===== src/rtl/i2cShiftPkg.sv =====
package i2cShiftPkg;
  typedef struct packed {
    logic load;
    logic shift;
    logic sdaUpd;
  } shStrobe_t;
endpackage


===== src/rtl/i2cShiftCtl.sv =====
module i2cShiftCtl
  import i2cShiftPkg::*;
#(
  parameter int DATA_W = 8,
  parameter int SYNC_STAGES = 2,
  localparam int CNT_W = $clog2(DATA_W)
) (
  input  logic             clk,
  input  logic             rstN,
  input  logic             wrEn,
  input  logic             ifEnable,
  input  logic             masterMode,
  input  logic             sclIn,
  output shStrobe_t        stb,
  output logic             sclLvl,
  output logic [CNT_W-1:0] bitCount,
  output logic             byteDone,
  output logic             startClk
);
  logic [SYNC_STAGES:0] syncQ;
  logic sclPrev, sclRise, accept, armed;

  // synchroniser stages plus one extra stage for edge detection
  for (genvar g = 0; g <= SYNC_STAGES; g++) begin : gSync
    if (g == 0) begin : gFirst
      always_ff @(posedge clk or negedge rstN)
        if (!rstN) syncQ[g] <= 1'b0;
        else       syncQ[g] <= sclIn;
    end else begin : gRest
      always_ff @(posedge clk or negedge rstN)
        if (!rstN) syncQ[g] <= 1'b0;
        else       syncQ[g] <= syncQ[g-1];
    end
  end

  assign sclLvl  = syncQ[SYNC_STAGES-1];
  assign sclPrev = syncQ[SYNC_STAGES];
  assign sclRise = sclLvl & ~sclPrev;
  assign accept  = wrEn & ifEnable;

  always_comb begin
    stb.load   = accept;
    stb.shift  = sclRise & armed & ~accept;
    stb.sdaUpd = ~sclLvl;
  end

  always_ff @(posedge clk or negedge rstN) begin
    if (!rstN) begin
      bitCount <= '0;
      armed    <= 1'b0;
      byteDone <= 1'b0;
      startClk <= 1'b0;
    end else begin
      byteDone <= 1'b0;
      startClk <= accept & masterMode;
      if (accept) begin
        bitCount <= '0;
        armed    <= 1'b1;
      end else if (stb.shift) begin
        if (bitCount == CNT_W'(DATA_W - 1)) begin
          bitCount <= '0;
          armed    <= 1'b0;
          byteDone <= 1'b1;
        end else begin
          bitCount <= bitCount + 1'b1;
        end
      end
    end
  end
endmodule


===== src/rtl/i2cShiftData.sv =====
module i2cShiftData
  import i2cShiftPkg::*;
#(
  parameter int DATA_W = 8
) (
  input  logic              clk,
  input  logic              rstN,
  input  shStrobe_t         stb,
  input  logic [DATA_W-1:0] wrData,
  input  logic              sdaIn,
  output logic [DATA_W-1:0] rdData,
  output logic              sdaOut
);
  logic [DATA_W-1:0] shReg;

  always_ff @(posedge clk or negedge rstN) begin
    if (!rstN) begin
      shReg  <= '1;
      sdaOut <= 1'b1;
    end else begin
      if (stb.load)       shReg <= wrData;
      else if (stb.shift) shReg <= {shReg[DATA_W-2:0], sdaIn};
      if (stb.sdaUpd)     sdaOut <= shReg[DATA_W-1];
    end
  end

  assign rdData = shReg;
endmodule


===== src/rtl/i2cShiftByte.sv =====
module i2cShiftByte
  import i2cShiftPkg::*;
#(
  parameter int DATA_W = 8,
  parameter int SYNC_STAGES = 2,
  localparam int CNT_W = $clog2(DATA_W)
) (
  input  logic              clk,
  input  logic              rstN,
  input  logic              wrEn,
  input  logic [DATA_W-1:0] wrData,
  output logic [DATA_W-1:0] rdData,
  input  logic              ifEnable,
  input  logic              masterMode,
  input  logic              sclIn,
  input  logic              sdaIn,
  output logic              sdaOut,
  output logic [CNT_W-1:0]  bitCount,
  output logic              byteDone,
  output logic              startClk
);
  shStrobe_t stb;
  logic sclLvl;

  i2cShiftCtl #(.DATA_W(DATA_W), .SYNC_STAGES(SYNC_STAGES)) uCtl (
    .clk(clk), .rstN(rstN), .wrEn(wrEn), .ifEnable(ifEnable),
    .masterMode(masterMode), .sclIn(sclIn), .stb(stb), .sclLvl(sclLvl),
    .bitCount(bitCount), .byteDone(byteDone), .startClk(startClk)
  );

  i2cShiftData #(.DATA_W(DATA_W)) uData (
    .clk(clk), .rstN(rstN), .stb(stb), .wrData(wrData), .sdaIn(sdaIn),
    .rdData(rdData), .sdaOut(sdaOut)
  );
endmodule


===== config.mk =====
export PLATFORM = sky130hd
export DESIGN_NAME = i2cShiftByte
export DESIGN_NICKNAME = d
export VERILOG_FILES = /design/src/rtl/i2cShiftPkg.sv /design/src/rtl/i2cShiftCtl.sv /design/src/rtl/i2cShiftData.sv /design/src/rtl/i2cShiftByte.sv
export SDC_FILE = /design/constraint.sdc
export NUM_CORES = 1
export LEC_CHECK = 0
export CORE_MARGIN = 5
export CORE_UTILIZATION = 43
export DETAILED_ROUTE_END_ITERATION = 8
export PLACE_DENSITY = 0.81
export SYNTH_ARGS = -nofsm -noshare
export SYNTH_HDL_FRONTEND = slang
export SYNTH_SLANG_ARGS = --single-unit
export TNS_END_PERCENT = 5

===== constraint.sdc =====
create_clock -name clk -period 1.75 [get_ports clk]
set_clock_uncertainty 0.15 [all_clocks]
set_input_delay 0.4375 -clock clk [delete_from_list [all_inputs] [get_ports clk]]
set_output_delay 0.4375 -clock clk [all_outputs]
set_load 0.01 [all_outputs]

==> flow_summary.yaml, run 1 <==
run_status:
  status: "finished clean"
grt:
  grt_pass1_wl_um: 2925
  antenna_found_initial: 0
  overflow: 0
  track_usage_pct: 13.74
  grt_pass1_vias: 676
  grt_max_degree: 19
setup_path:
  max_stage_delay_ps: 570
  end_kind: "primary output"
  critPathKind: "flip-flop to primary output"
  cp_slowest_cell: "dfstp_2"
  arrival_ps: 1130
  crit_required_ps: 1160
  path_cells: "dlygate4sd2_1"
  cp-start-kind: "flip-flop"
  path_buf_inv: 1
  path_max_fanout: 3
  crit_family: "flip-flops"
synthesis:
  synthCells: 73
  syn-cell-area_um2: 814.5
  yosysSeqAreaShare_pct: 56.68
  yosysUniqueCellTypes: 17
  synth_nets: 90
  synth_seq_cells: 18
  syn_avg_cell_area_um2: 11.16
  synth_warnings: 0
place:
  pre_cts_ws_ps: 27.54
  routabilityCongestion: 0.7300
  detailed_place_hpwl_um: 1252
  port_buffers: 28
  place_area_um2: 1125
cts:
  cts_tree: "done"
  cts_buffers: 3
  clk_pin_slew_ps: 110
  clkLatencyLatePin_ps: 290
  root_buffer: "clkbuf_4"
  clockBufferDepth: 2
  ctsHoldBuffers: 0
  cts_sinks: 18
  ctsHtreeMaxLevel: 1
  post_cts_buffers: 0
route:
  vias: 644
  dr.pass1.iters: 3
  ant_nets: 0
  routed_via_density: 4.954
  initialDrtViolationCount: 2
  post_drt_wl_per_cell_um: 12.76
  drc: 0
  routed_wl_um: 1659
sta:
  relSlewSlack_pct: 77.58
  tightestPinTransition_ps: 336.4
  drv_slew: 0
  fin_crit_sh_pct: 98.00
  tns_ps: 0
  setup_viol: 0
  rsz0062_at_grt: "no"
  max_freq_ghz: 0.5831
  fin_crit_ps: 1715
  hold_viol: 0
  worst_slack_ps: 35.06
floorplan:
  num_rows: 15
  dieWidth_um: 53.53
  fp.dieH_um: 53.53
  core_um2: 1764
  initial_core_util_pct: 46.17
  die-area_um2: 2865
  boundaryPins: 29
finish:
  final_cell_mix: "a21oi_2 (17), nand2_1 (15), clkdlybuf4s50_1 (14)"
  drive_gt1_share_pct: 32.38
  fin_area_um2: 1140
  final_common_cell: "a21oi_2"
  area_growth_pct: 39.94
  largest_register_ff_count: 8
  final_nets: 123
  insertedDiodeCount: 0
pwr:
  ir_worst_vdd_mv: 0.4871
  p_per_area_nw_per_um2: 861.8
  p_leak_nw: 0.5203
worst_hold_path:
  min_path_type: "flip-flop to flip-flop"
run:
  max_cap_viol_count: 0
-- per-stage QoR --
step	hold WS, ps	util (%)	power [mW]	cells
finish	210.7	64.61	0.9823	130
global route	239.1	64.61	1.035	130
CTS	213.7	64.33	0.9878	130
detailed placement	190.1	63.76	0.8095	126
global placement	184.0	63.76	0.8039	126
floorplan	-8.091	-	0.6588	73
-- per-layer routing --
| layer | wire length [um] | GRT usage (%) | vias to the layer above | share of wire [%] |
|---|---|---|---|---|
| li1 | - | - | 310 | - |
| met5 | 0 | 0 | - | 0 |
| met1 | 756 | 18.31 | 316 | 46 |
| met4 | 0 | 1.277 | 0 | 0 |
| met3 | 96 | 4.225 | 0 | 5.8 |
| met2 | 806 | 22.65 | 18 | 49 |
-- where the power goes --
group          total [mW]  leakage, nW  internal [mW]  switching (mW)
registers           0.530        0.206          0.491          0.0393
logic               0.238        0.299          0.125           0.113
clock network       0.214       0.0150         0.0884           0.126
total               0.982        0.520          0.704           0.278
-- area by class of cell --
cell class                 count  area (um2)
clock buffer                   4       26.28
fill                         166       624.3
multi-input combinational     52       329.1
sequential                    18       461.7
tap                           25       31.28
timing repair buffer          31       291.5
-- Yosys cell counts --
cell      number  area [um2]
nand3b_1       1       7.510
and3_1         1       6.260
and2_2         1       7.510
a21o_1         1       7.510
a21oi_1        2       10.01
dfstp_2        9       236.5
nand2_1       15       56.30
a21oi_2       17       148.9
buf_4          1       7.510
buf_6          1       11.26
and3b_1        1       8.760
ha_1           2       25.02
mux2_2         1       11.26
nor2_1         9       33.78
buf_2          1       5.000
or3_1          1       6.260
dfrtp_1        9       225.2
-- cell families after synthesis --
kind of cell | Yosys count | share of synthesized area, %
and+or+nand+nor | 29 | 15.52
AOI/OAI and AO/OA | 20 | 20.43
DFF | 18 | 56.68
buffers and inverters | 3 | 2.918
adders and majority gates | 2 | 3.072
muxes | 1 | 1.382
-- path summary, 6_finish.rpt --
path / cells after the start / slack (ps) / end / from
min in group asynchronous: 2 / 310 / uCtl.bitCount[0] / rstN
worst min-delay path: 0 / 210 / uCtl.sclLvl / uCtl.syncQ[0]
worst min register to register: 0 / 210 / uCtl.sclLvl / uCtl.syncQ[0]
worst max register to register: 4 / 210 / uCtl.bitCount[0] / uCtl.bitCount[0]
max in group asynchronous: 2 / 880 / uData.rdData[5] / rstN
worst max-delay path: 1 / 40 / rdData[4] / uData.rdData[4]
-- what timing repair did --
item / CTS / global route
resized for setup: 13 / 3
setup endpoints to repair: 13 / 3
pin swaps: 0 / 0
(Power assumes the default switching activity.)
==> run 2, diff against run 1 <==
--- a/config.mk
+++ b/config.mk
@@ -6,9 +6,9 @@
 export NUM_CORES = 1
 export LEC_CHECK = 0
 export CORE_MARGIN = 5
-export CORE_UTILIZATION = 43
+export CORE_UTILIZATION = 46
 export DETAILED_ROUTE_END_ITERATION = 8
-export PLACE_DENSITY = 0.81
+export PLACE_DENSITY = 0.86
 export SYNTH_ARGS = -nofsm -noshare
 export SYNTH_HDL_FRONTEND = slang
 export SYNTH_SLANG_ARGS = --single-unit
==> constraint.sdc (replaced) <==
create_clock -name clk -period 2.06 [get_ports clk]
set_clock_uncertainty 0.15 [all_clocks]
set_input_delay 0.515 -clock clk [delete_from_list [all_inputs] [get_ports clk]]
set_output_delay 0.515 -clock clk [all_outputs]
set_load 0.01 [all_outputs]
==> flow_summary.yaml, run 2 (same netlist as run 1, synthesis figures left out) <==
run_status:
  status: "finished clean"
setup_path:
  r2r_end: "uCtl.bitCount[0]"
  crit_family: "buffers and inverters"
  reg2reg_from: "uCtl.bitCount[0]"
  arrival_ps: 1240
  path_cells: "clkdlybuf4s50_1"
  reg2reg_depth: 4
  max_stage_delay_ps: 550
  end_kind: "primary output"
  crit_required_ps: 1390
  reg2reg_setup_slack_ps: 520
  cp.depth: 1
  startpoint: "uCtl.bitCount[0]"
  cp_slowest_cell: "clkdlybuf4s50_1"
  path_max_fanout: 4
  crit_end: "bitCount[0]"
  cp-start-kind: "flip-flop"
  critPathKind: "flip-flop to primary output"
  path_buf_inv: 1
worst_hold_path:
  min_path_type: "flip-flop to flip-flop"
cts:
  ctsHoldBuffers: 0
  cts_sinks: 18
  root_buffer: "clkbuf_4"
  clk_pin_slew_ps: 100
  ctsHtreeMaxLevel: 1
  clkLatencyLatePin_ps: 290
  cts_buffers: 3
  clockBufferDepth: 2
  cts_tree: "done"
sta:
  max_freq_ghz: 0.5249
  tightestPinTransition_ps: 335.8
  hold_viol: 0
  setup_viol: 0
  worst_slack_ps: 154.7
  fin_crit_sh_pct: 92.49
  tns_ps: 0
  fin_crit_ps: 1905
  drv_slew: 0
  rsz0062_at_grt: "no"
  relSlewSlack_pct: 77.61
place:
  routabilityCongestion: 0.7148
  pre_cts_ws_ps: 245.0
  port_buffers: 28
  detailed_place_hpwl_um: 1326
route:
  drc: 0
  initialDrtViolationCount: 7
  dr.pass1.iters: 4
  routed_wl_um: 1761
  vias: 636
  ant_nets: 0
  routed_via_density: 4.892
  post_drt_wl_per_cell_um: 13.55
grt:
  grt_pass1_wl_um: 3029
  grt_max_degree: 19
  antenna_found_initial: 0
  grt_pass1_vias: 688
  overflow: 0
  track_usage_pct: 15.18
finish:
  final_cell_mix: "clkdlybuf4s50_1 (19), a21oi_2 (17), nand2_1 (15)"
  layout.filler_cells: 136
  insertedDiodeCount: 0
  area_growth_pct: 40.40
  final_nets: 123
  seq_area_um2: 461.7
  largest_register_ff_count: 8
  multi_input_area_um2: 329.1
  final_common_cell: "clkdlybuf4s50_1"
  drive_gt1_share_pct: 32.38
floorplan:
  die-area_um2: 2712
  core_um2: 1708
  fp.dieH_um: 52.08
  boundaryPins: 29
  initial_core_util_pct: 47.69
  num_rows: 15
  dieWidth_um: 52.08
pwr:
  power_mw: 0.8397
  p_per_area_nw_per_um2: 734.2
  p_leak_nw: 0.4951
  ir_worst_vdd_mv: 0.4731
run:
  max_cap_viol_count: 0
==> run 2: timing repair <==
| item | in CTS | in global routing |
|---|---|---|
| setup endpoints to repair | 8 | 1 |
| cloned | 0 | 0 |
| setup buffers | 0 | 0 |
| gates resized for setup | 8 | 1 |
==> run 2: report_power, final <==
part | switching, mW | internal (mW)
Clock | 0.102 | 0.0752
Sequential | 0.0349 | 0.417
Combinational | 0.0983 | 0.112
==> run 2: worst reg2reg max path, stage by stage, from the launching register on <==
cell and delay [ps]:
dfrtp_1 420, ha_1 210, ha_1 190, or3_1 390, a21oi_2 120
==> run 2: how the worst min path moves through the flow <==
stage	startpoint	end	slack [ps]	cells past startpoint
floorplan	rstN	uCtl.armed	70	0
global placement	uCtl.syncQ[0]	uCtl.sclLvl	180	0
detailed placement	uCtl.syncQ[0]	uCtl.sclLvl	180	0
CTS	uCtl.syncQ[0]	uCtl.sclLvl	210	0
global route	uCtl.syncQ[0]	uCtl.sclLvl	210	0
finish	uCtl.syncQ[0]	uCtl.sclLvl	210	0
==> run 2: layout make-up <==
cell class	count	share of cell area, %
Clock buffer	4	2.298
Multi-Input combinational cell	52	28.77
Sequential cell	18	40.37
Tap cell	25	2.735
Timing Repair Buffer	31	25.82
==> run 2: layer usage <==
| metal | vias up | track usage [%] | routed length, um |
|---|---|---|---|
| li1 | 310 | - | - |
| met1 | 300 | 19.28 | 804 |
| met2 | 24 | 23.85 | 820 |
| met3 | 2 | 4.298 | 121 |
| met4 | 0 | 6.550 | 14 |
| met5 | - | 0 | 0 |
==> run 2: stage by stage <==
step / hold WS [ps] / instance area, um2 / std cells / utilization [%]
after global routing: 214.4 / 1144 / 130 / 66.96
final: 205.9 / 1144 / 130 / 66.96
after CTS: 207.1 / 1141 / 130 / 66.81
after detailed placement: 184.7 / 1125 / 126 / 65.86
after floorplan: 69.41 / 814.5 / 73 / -
after global placement: 183.8 / 1125 / 126 / 65.86
==> run 3, diff against run 2 <==
--- a/config.mk
+++ b/config.mk
@@ -6,9 +6,11 @@
 export NUM_CORES = 1
 export LEC_CHECK = 0
 export CORE_MARGIN = 5
-export CORE_UTILIZATION = 46
+export CORE_UTILIZATION = 49
+export CTS_BUF_LIST = sky130_fd_sc_hd__clkbuf_4
 export DETAILED_ROUTE_END_ITERATION = 8
-export PLACE_DENSITY = 0.86
+export PLACE_DENSITY = 0.9
+export SETUP_SLACK_MARGIN = 0.4
 export SYNTH_ARGS = -nofsm -noshare
 export SYNTH_HDL_FRONTEND = slang
 export SYNTH_SLANG_ARGS = --single-unit
==> flow_summary.yaml, run 3 (same netlist as run 1, synthesis figures left out) <==
run_status:
  status: "finished clean"
sta:
  relSlewSlack_pct: 78.02
  rsz0062_at_grt: "yes"
  max_freq_ghz: 0.5485
  fin_crit_ps: 1823
  fin_crit_sh_pct: 88.51
  tns_ps: 0
  hold_viol: 0
  tightestPinTransition_ps: 329.7
  drv_slew: 0
  setup_viol: 0
grt:
  grt_pass1_wl_um: 3194
  grt_busiest_layer: "met2"
  grtUsageMet2_pct: 25.83
  grt_max_degree: 19
  track_usage_pct: 16.17
  antenna_found_initial: 0
  use_met1_pct: 21.72
  grt_use_met3_pct: 3.550
  overflow: 0
  grt_pass1_vias: 691
worst_hold_path:
  min_to: "uCtl.sclLvl"
  worstHoldPathCells: 0
  hold_start: "uCtl.syncQ[0]"
  min_path_type: "flip-flop to flip-flop"
place:
  port_buffers: 28
  routabilityCongestion: 0.7715
  place_area_um2: 1114
  detailed_place_hpwl_um: 1379
setup_path:
  reg2reg_from: "uCtl.bitCount[0]"
  crit_family: "buffers and inverters"
  reg2reg_setup_slack_ps: 390
  path_max_fanout: 1
  reg2reg_depth: 5
  critPathKind: "flip-flop to primary output"
  path_buf_inv: 1
  cp-start-kind: "flip-flop"
  arrival_ps: 1160
  path_cells: "clkdlybuf4s50_1"
  max_stage_delay_ps: 530
  r2r_end: "uCtl.bitCount[0]"
  cp_slowest_cell: "clkdlybuf4s50_1"
  end_kind: "primary output"
  crit_required_ps: 1390
finish:
  fin_area_um2: 1136
  final_cell_mix: "a21oi_2 (17), clkdlybuf4s50_1 (16), nand2_1 (15)"
  final_nets: 124
  final_common_cell: "a21oi_2"
  drive_gt1_share_pct: 33.02
  insertedDiodeCount: 0
  largest_register_ff_count: 8
  area_growth_pct: 39.48
  layout.filler_cells: 127
route:
  drc: 0
  ant_nets: 0
  routed_via_density: 5.303
  routed_wl_um: 1820
  dr.pass1.iters: 6
  initialDrtViolationCount: 14
  post_drt_wl_per_cell_um: 14.92
  vias: 647
cts:
  ctsHtreeMaxLevel: 1
  cts_tree: "done"
  clk_pin_slew_ps: 100
  clkLatencyLatePin_ps: 300
  cts_buffers: 3
  cts_sinks: 18
  clockBufferDepth: 2
  ctsHoldBuffers: 0
  root_buffer: "clkbuf_4"
floorplan:
  die-area_um2: 2578
  fp.dieH_um: 50.77
  boundaryPins: 29
  num_rows: 14
  core_um2: 1541
  dieWidth_um: 50.77
  initial_core_util_pct: 52.84
pwr:
  p_per_area_nw_per_um2: 741.0
  p_leak_nw: 0.5165
  ir_worst_vdd_mv: 0.4624
run:
  max_cap_viol_count: 0
==> run 3: worst max path at each step <==
stage                           startpoint               end  slack [ps]  cells past startpoint
final                        uCtl.byteDone          byteDone         240                      1
after CTS                 uCtl.bitCount[0]       bitCount[0]         190                      1
after global routing         uCtl.byteDone          byteDone         160                      1
after global placement                wrEn   uData.rdData[2]         280                      4
after detailed placement              wrEn   uData.rdData[4]         240                      4
after floorplan           uCtl.bitCount[0]  uCtl.bitCount[0]         560                      4
==> run 3: what timing repair did <==
item,CTS,global route
resized for setup,11,1
setup endpoints to repair,14,15
buffers inserted,1,0
==> run 3: where the power goes <==
part	leakage (nW)	total [mW]	internal (mW)	switching, mW
sequential	0.206	0.451	0.417	0.0340
combinational	0.295	0.211	0.110	0.101
clock	0.0154	0.179	0.0706	0.109
total	0.516	0.842	0.598	0.244
==> run 3: layer usage <==
| layer | routed length, um | vias up |
|---|---|---|
| met1 | 793 | 313 |
| met3 | 126 | 3 |
| met2 | 876 | 23 |
| met5 | 0 | - |
| met4 | 23 | 0 |
| li1 | - | 308 |
==> run 3: worst register-to-register path, stage by stage (launching register included) <==
cell     delay (ps)
dfrtp_1         390
buf_4           140
ha_1            190
ha_1            190
or3_1           400
a21oi_2         150
==> run 3: final cells by class <==
cell class / count / area (um2) / share of cell area, %
flip-flops and latches: 18 / 461.7 / 40.64
multi-input cells: 52 / 329.1 / 28.96
repair buffers: 32 / 299.0 / 26.32
clock buffers: 3 / 22.52 / 1.982
well taps: 16 / 20.02 / 1.762
clock inverters: 1 / 3.754 / 0.3304
==> run 3: through the flow <==
| step | hold WS (ps) | utilization (%) | total power, mW | instances | setup WS (ps) |
|---|---|---|---|---|---|
| after global routing | 236.1 | 73.70 | 0.8989 | 122 | 162.5 |
| after CTS | 219.4 | 73.54 | 0.8512 | 122 | 186.0 |
| final | 215.2 | 73.70 | 0.8418 | 122 | 236.8 |
| after detailed placement | 195.5 | 72.24 | 0.6939 | 117 | 237.6 |
| after floorplan | 69.41 | - | 0.5596 | 73 | 558.0 |
| after global placement | 182.1 | 72.24 | 0.6828 | 117 | 282.4 |
